### src/rtl/mcc_pkg.sv
package mcc_pkg;
    typedef enum logic [2:0] {
        ST_IDLE,
        ST_RD_STRB,
        ST_WR_SETUP,
        ST_WR_STRB,
        ST_WR_HOLD,
        ST_DONE
    } mcc_state_e;
endpackage

### src/rtl/mcc_stretch_reg.sv
module mcc_stretch_reg #(
    parameter int unsigned SW        = 3,
    parameter int unsigned RESET_VAL = 1
) (
    input  logic          clk_i,
    input  logic          rst_n,
    input  logic          we_i,
    input  logic [SW-1:0] din_i,
    output logic [SW-1:0] q_o
);
    always_ff @(posedge clk_i or negedge rst_n) begin
        if (!rst_n)    q_o <= SW'(RESET_VAL);
        else if (we_i) q_o <= din_i;
    end
endmodule

### src/rtl/mcc_mc_timer.sv
module mcc_mc_timer #(
    parameter int unsigned CW = 3
) (
    input  logic          clk_i,
    input  logic          rst_n,
    input  logic          load_i,
    input  logic [CW-1:0] load_val_i,
    input  logic          tick_i,
    output logic          expired_o
);
    logic [CW-1:0] cnt_q;

    always_ff @(posedge clk_i or negedge rst_n) begin
        if (!rst_n)                        cnt_q <= '0;
        else if (load_i)                   cnt_q <= load_val_i;
        else if (tick_i && cnt_q != '0)    cnt_q <= cnt_q - CW'(1);
    end

    assign expired_o = (cnt_q == '0);
endmodule

### src/rtl/ext_mem_cycle_ctrl.sv
module ext_mem_cycle_ctrl
    import mcc_pkg::*;
#(
    parameter int unsigned AW            = 16,
    parameter int unsigned DW            = 8,
    parameter int unsigned SW            = 3,
    parameter int unsigned RESET_STRETCH = 1
) (
    input  logic          clk_i,
    input  logic          rst_n,
    input  logic          mc_en_i,
    input  logic          cfg_we_i,
    input  logic [SW-1:0] cfg_stretch_i,
    input  logic          req_i,
    input  logic          req_wr_i,
    input  logic [AW-1:0] req_addr_i,
    input  logic [DW-1:0] req_wdata_i,
    output logic          ready_o,
    output logic [DW-1:0] rdata_o,
    output logic          done_o,
    output logic [AW-1:0] mem_addr_o,
    output logic          mem_addr_vld_o,
    output logic          mem_rd_o,
    output logic          mem_wr_o,
    output logic [DW-1:0] mem_dout_o,
    output logic          mem_doe_o,
    input  logic [DW-1:0] mem_din_i
);
    localparam int unsigned CW = SW;

    mcc_state_e    state_q, state_d;
    logic [SW-1:0] stretch_cfg;
    logic [SW-1:0] stretch_cyc_q;
    logic [AW-1:0] addr_q;
    logic [DW-1:0] wdata_q;
    logic [DW-1:0] rdata_q;
    logic          accept;
    logic          capture;
    logic          tmr_load;
    logic [CW-1:0] tmr_val;
    logic          tmr_expired;
    logic          step;

    mcc_stretch_reg #(.SW(SW), .RESET_VAL(RESET_STRETCH)) i_stretch (
        .clk_i (clk_i),
        .rst_n (rst_n),
        .we_i  (cfg_we_i),
        .din_i (cfg_stretch_i),
        .q_o   (stretch_cfg)
    );

    mcc_mc_timer #(.CW(CW)) i_timer (
        .clk_i      (clk_i),
        .rst_n      (rst_n),
        .load_i     (tmr_load),
        .load_val_i (tmr_val),
        .tick_i     (mc_en_i),
        .expired_o  (tmr_expired)
    );

    // One phase ends on an enabled clock once its count has run down
    assign step = mc_en_i && tmr_expired;

    // Write strobe length minus one: 0 for stretch 0/1, stretch-1 above
    function automatic logic [CW-1:0] wr_strb_m1(input logic [SW-1:0] s);
        return (s < SW'(2)) ? '0 : CW'(s - SW'(1));
    endfunction

    // Next-state and timer control
    always_comb begin
        state_d  = state_q;
        accept   = 1'b0;
        capture  = 1'b0;
        tmr_load = 1'b0;
        tmr_val  = '0;
        unique case (state_q)
            ST_IDLE: begin
                if (req_i && mc_en_i) begin
                    accept   = 1'b1;
                    tmr_load = 1'b1;
                    if (req_wr_i) begin
                        state_d = ST_WR_SETUP;
                        tmr_val = '0;
                    end else begin
                        state_d = ST_RD_STRB;
                        tmr_val = CW'(stretch_cfg);
                    end
                end
            end
            ST_RD_STRB: begin
                if (step) begin
                    capture = 1'b1;
                    state_d = ST_DONE;
                end
            end
            ST_WR_SETUP: begin
                if (step) begin
                    tmr_load = 1'b1;
                    tmr_val  = wr_strb_m1(stretch_cyc_q);
                    state_d  = ST_WR_STRB;
                end
            end
            ST_WR_STRB: begin
                if (step) begin
                    if (stretch_cyc_q == '0) begin
                        state_d = ST_DONE;
                    end else begin
                        tmr_load = 1'b1;
                        tmr_val  = '0;
                        state_d  = ST_WR_HOLD;
                    end
                end
            end
            ST_WR_HOLD: begin
                if (step) state_d = ST_DONE;
            end
            ST_DONE: state_d = ST_IDLE;
            default: state_d = ST_IDLE;
        endcase
    end

    // State and datapath registers
    always_ff @(posedge clk_i or negedge rst_n) begin
        if (!rst_n) begin
            state_q       <= ST_IDLE;
            stretch_cyc_q <= SW'(RESET_STRETCH);
            addr_q        <= '0;
            wdata_q       <= '0;
            rdata_q       <= '0;
        end else begin
            state_q <= state_d;
            if (accept) begin
                stretch_cyc_q <= stretch_cfg;
                addr_q        <= req_addr_i;
                wdata_q       <= req_wdata_i;
            end
            if (capture) rdata_q <= mem_din_i;
        end
    end

    // Moore outputs decoded from the state
    always_comb begin
        ready_o        = 1'b0;
        done_o         = 1'b0;
        mem_addr_vld_o = 1'b0;
        mem_rd_o       = 1'b0;
        mem_wr_o       = 1'b0;
        mem_doe_o      = 1'b0;
        unique case (state_q)
            ST_IDLE:     ready_o = 1'b1;
            ST_RD_STRB:  begin mem_addr_vld_o = 1'b1; mem_rd_o = 1'b1; end
            ST_WR_SETUP: begin mem_addr_vld_o = 1'b1; mem_doe_o = 1'b1; end
            ST_WR_STRB:  begin mem_addr_vld_o = 1'b1; mem_doe_o = 1'b1; mem_wr_o = 1'b1; end
            ST_WR_HOLD:  begin mem_addr_vld_o = 1'b1; mem_doe_o = 1'b1; end
            ST_DONE:     done_o = 1'b1;
            default:     ready_o = 1'b0;
        endcase
    end

    assign mem_addr_o = addr_q;
    assign mem_dout_o = wdata_q;
    assign rdata_o    = rdata_q;

    // Checks placed beside the sequencer they guard
    AST_RD_WITH_ADDR: assert property (@(posedge clk_i) disable iff (!rst_n)
        $rose(mem_rd_o) |-> $rose(mem_addr_vld_o));
    AST_NO_DUAL_STROBE: assert property (@(posedge clk_i) disable iff (!rst_n)
        !(mem_rd_o && mem_wr_o));
    AST_WR_AFTER_SETUP: assert property (@(posedge clk_i) disable iff (!rst_n)
        $rose(mem_wr_o) |-> $past(mem_addr_vld_o));
    AST_DONE_ONE_CLOCK: assert property (@(posedge clk_i) disable iff (!rst_n)
        done_o |=> !done_o);
    AST_WR_DRIVES_BUS: assert property (@(posedge clk_i) disable iff (!rst_n)
        mem_wr_o |-> mem_doe_o);
    AST_BUSY_NOT_READY: assert property (@(posedge clk_i) disable iff (!rst_n)
        mem_addr_vld_o |-> !ready_o);
    AST_ADDR_HELD: assert property (@(posedge clk_i) disable iff (!rst_n)
        (mem_addr_vld_o && $past(mem_addr_vld_o)) |-> $stable(mem_addr_o));
    AST_STRETCH_HELD: assert property (@(posedge clk_i) disable iff (!rst_n)
        (state_q != ST_IDLE && $past(state_q) != ST_IDLE) |-> $stable(stretch_cyc_q));
endmodule

### config.mk
export PLATFORM = sky130hd
export DESIGN_NAME = ext_mem_cycle_ctrl
export DESIGN_NICKNAME = d
export VERILOG_FILES = /design/src/rtl/mcc_pkg.sv /design/src/rtl/mcc_stretch_reg.sv /design/src/rtl/mcc_mc_timer.sv /design/src/rtl/ext_mem_cycle_ctrl.sv
export SDC_FILE = /design/constraint.sdc
export NUM_CORES = 1
export LEC_CHECK = 0
export BUFFER_PORTS_ARGS = -buffer_cell sky130_fd_sc_hd__buf_2
export CAP_MARGIN = 40
export CORE_MARGIN = 10
export CORE_UTILIZATION = 45
export CTS_BUF_LIST = sky130_fd_sc_hd__clkbuf_8
export CTS_CLUSTER_DIAMETER = 150
export DETAILED_ROUTE_END_ITERATION = 7
export PLACE_DENSITY = 0.82
export SYNTH_ARGS = -nofsm -noshare
export SYNTH_HDL_FRONTEND = slang
export SYNTH_SLANG_ARGS = --single-unit
### constraint.sdc
create_clock -name clk_i -period 1.7 [get_ports clk_i]
set_input_delay 0.255 -clock clk_i [delete_from_list [all_inputs] [get_ports clk_i]]
set_output_delay 0.255 -clock clk_i [all_outputs]
set_load 0.01 [all_outputs]
==> metrics.yaml <==
sta:
  fin_worst_skew_ps: 3.13
  finalWorstSetupSlack_ps: -173
  max_clock_freq_mhz: 534
  min_period_ps: 1870
  timing.slew.headroom: 0.716
  setup_violations: 3
  fin_crit_sh: 1.10
  tightest_slew_ps: 427
  hold_viol_final: 0
  drv_slew: 0
  fin_tns_setup_ps: -349
  grt_setup_unrepaired: "true"
pwr:
  p_sw_frac: 0.351
  irDropWorstVdd_mv: 0.990
  p_int_mw: 3.04
  finalPower_mw: 4.68
  clock_power_share: 0.140
  seqPwrFrac: 0.390
  power.switching_mw: 1.64
  powerDensity_nw_per_um2: 1750
  p_leak_nw: 1.37
  combPwrFrac: 0.470
logic_synthesis:
  seq_area_frac_synth: 0.560
  ys_types: 30
  ys_seq_elements: 44
  synth_area_um2: 1970
  synth_top_area_share: 0.534
  synth_warnings: 0
  postSynthAreaPerCell_um2: 12.8
  synth_area_leaders: "dfrtp_1 (53%), mux2_2 (21%), dfstp_2 (2.7%)"
  synthArstFlopShare: 1.00
  yosysTopAreaCell: "dfrtp_1"
  yosysMostFrequentCell: "dfrtp_1"
  synthesis.nets: 199
  synthCells: 154
  synth_edf_count: 0
  synthTopCellsByCount: "dfrtp_1 (42), mux2_2 (37), nand2_1 (10), o21ai_0 (10), inv_1 (8)"
  synth_ff_type: "dfrtp_1"
placed_design:
  post-place-ws_ps: -140
  place.gp.congestion: 0.827
  dp_hpwl_mm: 3.63
  io_buffers: 78
  dpl.cell_count: 286
clock_network:
  cts-root-buf: "clkbuf_8"
  clockBufferDepth: 2
  cts.sinks: 44
  clk_pin_slew_worst_paths_ps: 80
  cts_buffers: 5
  cts_htree_levels: 2
  clk-insertion-delay-late_ps: 280
  cts_tree: "built"
routing:
  wl_mm: 4.73
  dr.pass1.iters: 4
  ant_nets: 0
  drc: 0
  viasPerCell: 5.14
  vias: 1526
  initialDrtViolationCount: 44
  wl_per_cell_um: 15.9
global_routing:
  grtUsageMet3: 0.0899
  grtUsageTotal: 0.125
  grt_pass1_vias: 1644
  antenna_found_initial: 0
  grt.busiest_layer: "met2"
  grt_max_degree: 31
  use_met1: 0.133
  grt-ovfl-total: 0
  grt_first_pass_wirelength_mm: 7.58
  grtUsageMet2: 0.194
die:
  core_um2: 4120
  core.rowCount: 23
  die_area_um2: 7420
  start_util: 0.479
  io_pins: 79
  die_w_um: 86.2
  die_h_um: 86.2
worst_setup_path:
  crit_buf_inv: 1
  cpMostUsedCell: "ha_4"
  path_cells: "inv_2 -> ha_4 -> ha_4 -> a21oi_4 -> or3b_1 -> a21oi_2 -> mux2_4"
  path_max_fanout: 3
  cp-start-kind: "flop"
  end_kind: "flop"
  max_stage_delay_ps: 400
  crit_arrival_ps: 2040
  crit_slowest_cell: "dfrtp_1"
  path_class: "flop to flop"
  path_delay_family: "flip-flops"
  worstPathRequired_ps: 1870
finish:
  syn_to_final_growth_pct: 35.8
  final_cells: 297
  final_nets: 291
  num-fill-cells: 315
  drive_gt1_frac: 0.615
  diodes: 0
outcome:
  violations: "negative setup slack"
  status: "complete, but fails checks"
flow_run:
  maxCapViolCount: 0
worst_hold_path:
  hp-class: "input pin to flop"
-- placed cells by master (no fill, tap or decap), types with 3 or more instances in the layout --
cell type	synthesis	routed
o21ai_0	10	9
dfrtp_1	42	41
buf_12	0	3
mux2_2	37	35
buf_4	3	11
nor2_1	7	6
buf_2	1	78
nand2_1	10	10
inv_1	8	7
clkbuf_8	0	6
-- sequential cells by signal (all words and copies together), names as in the netlist --
name and cells:
state_q 3, i_timer.cnt_q 3, stretch_cyc_q 3, mem_dout_o 8, mem_addr_o 16, rdata_o 8, i_stretch.q_o 3
-- per-stage QoR --
stage | util | area, um^2 | hold WS [ps]
finish | 0.650 | 2670 | 196
global route | 0.650 | 2670 | 174
CTS | 0.632 | 2600 | 181
detailed placement | 0.606 | 2490 | 218
global placement | 0.606 | 2490 | 220
floorplan | - | 1970 | -40.6
-- layer usage --
metal | wire length (um) | vias up
li1 | - | 722
met1 | 1890 | 734
met2 | 2150 | 64
met3 | 648 | 6
met4 | 38 | 0
met5 | 0 | -
-- final timing paths --
| check | from | endpoint | slack (ps) | cells past startpoint |
|---|---|---|---|---|
| setup / recovery | stretch_cyc_q[1] | i_timer.cnt_q[0] | -170 | 7 |
| hold / removal | mem_din_i[6] | rdata_o[6] | 200 | 2 |
| setup reg to reg | stretch_cyc_q[1] | i_timer.cnt_q[0] | -170 | 7 |
| hold reg to reg | rdata_o[3] | rdata_o[3] | 500 | 1 |
| max in group asynchronous | rst_n | stretch_cyc_q[0] | 690 | 3 |
| min in group asynchronous | rst_n | mem_addr_o[5] | 450 | 2 |
-- power by group through the flow --
stage / logic, mW / clock network (mW) / registers [mW]
finish: 2.20 / 0.654 / 1.82
global route: 2.44 / 0.737 / 1.89
CTS: 2.07 / 0.690 / 1.81
detailed placement: 2.05 / 0 / 1.83
global placement: 2.00 / 0 / 1.80
floorplan: 1.00 / 0 / 1.99
-- cell type report --
class,count,area (um^2),share of cell area
multi-input cells,94,840,0.314
clock inverters,2,11.3,0.00421
clock buffers,6,82.6,0.0309
repair buffers,93,543,0.203
inverters,8,30.0,0.0112
well taps,50,62.6,0.0234
flip-flops and latches,44,1100,0.413
-- cells by family after synthesis --
| kind of cell | count (synthesis) | synth area share |
|---|---|---|
| AOI/OAI and AO/OA | 22 | 0.0712 |
| DFF | 44 | 0.560 |
| adders and majority gates | 4 | 0.0254 |
| muxes | 37 | 0.212 |
| and+or+nand+nor | 31 | 0.0870 |
| buffers and inverters | 16 | 0.0445 |
-- what timing repair did --
item,CTS,global route
hold buffers,1,0
buffers inserted,0,2
pin swaps,0,3
endpoints found under the hold margin,17,0
gates resized for setup,1,18
endpoints found under the setup margin,3,23
cloned,0,0
Power figures use the tool's default switching activity.
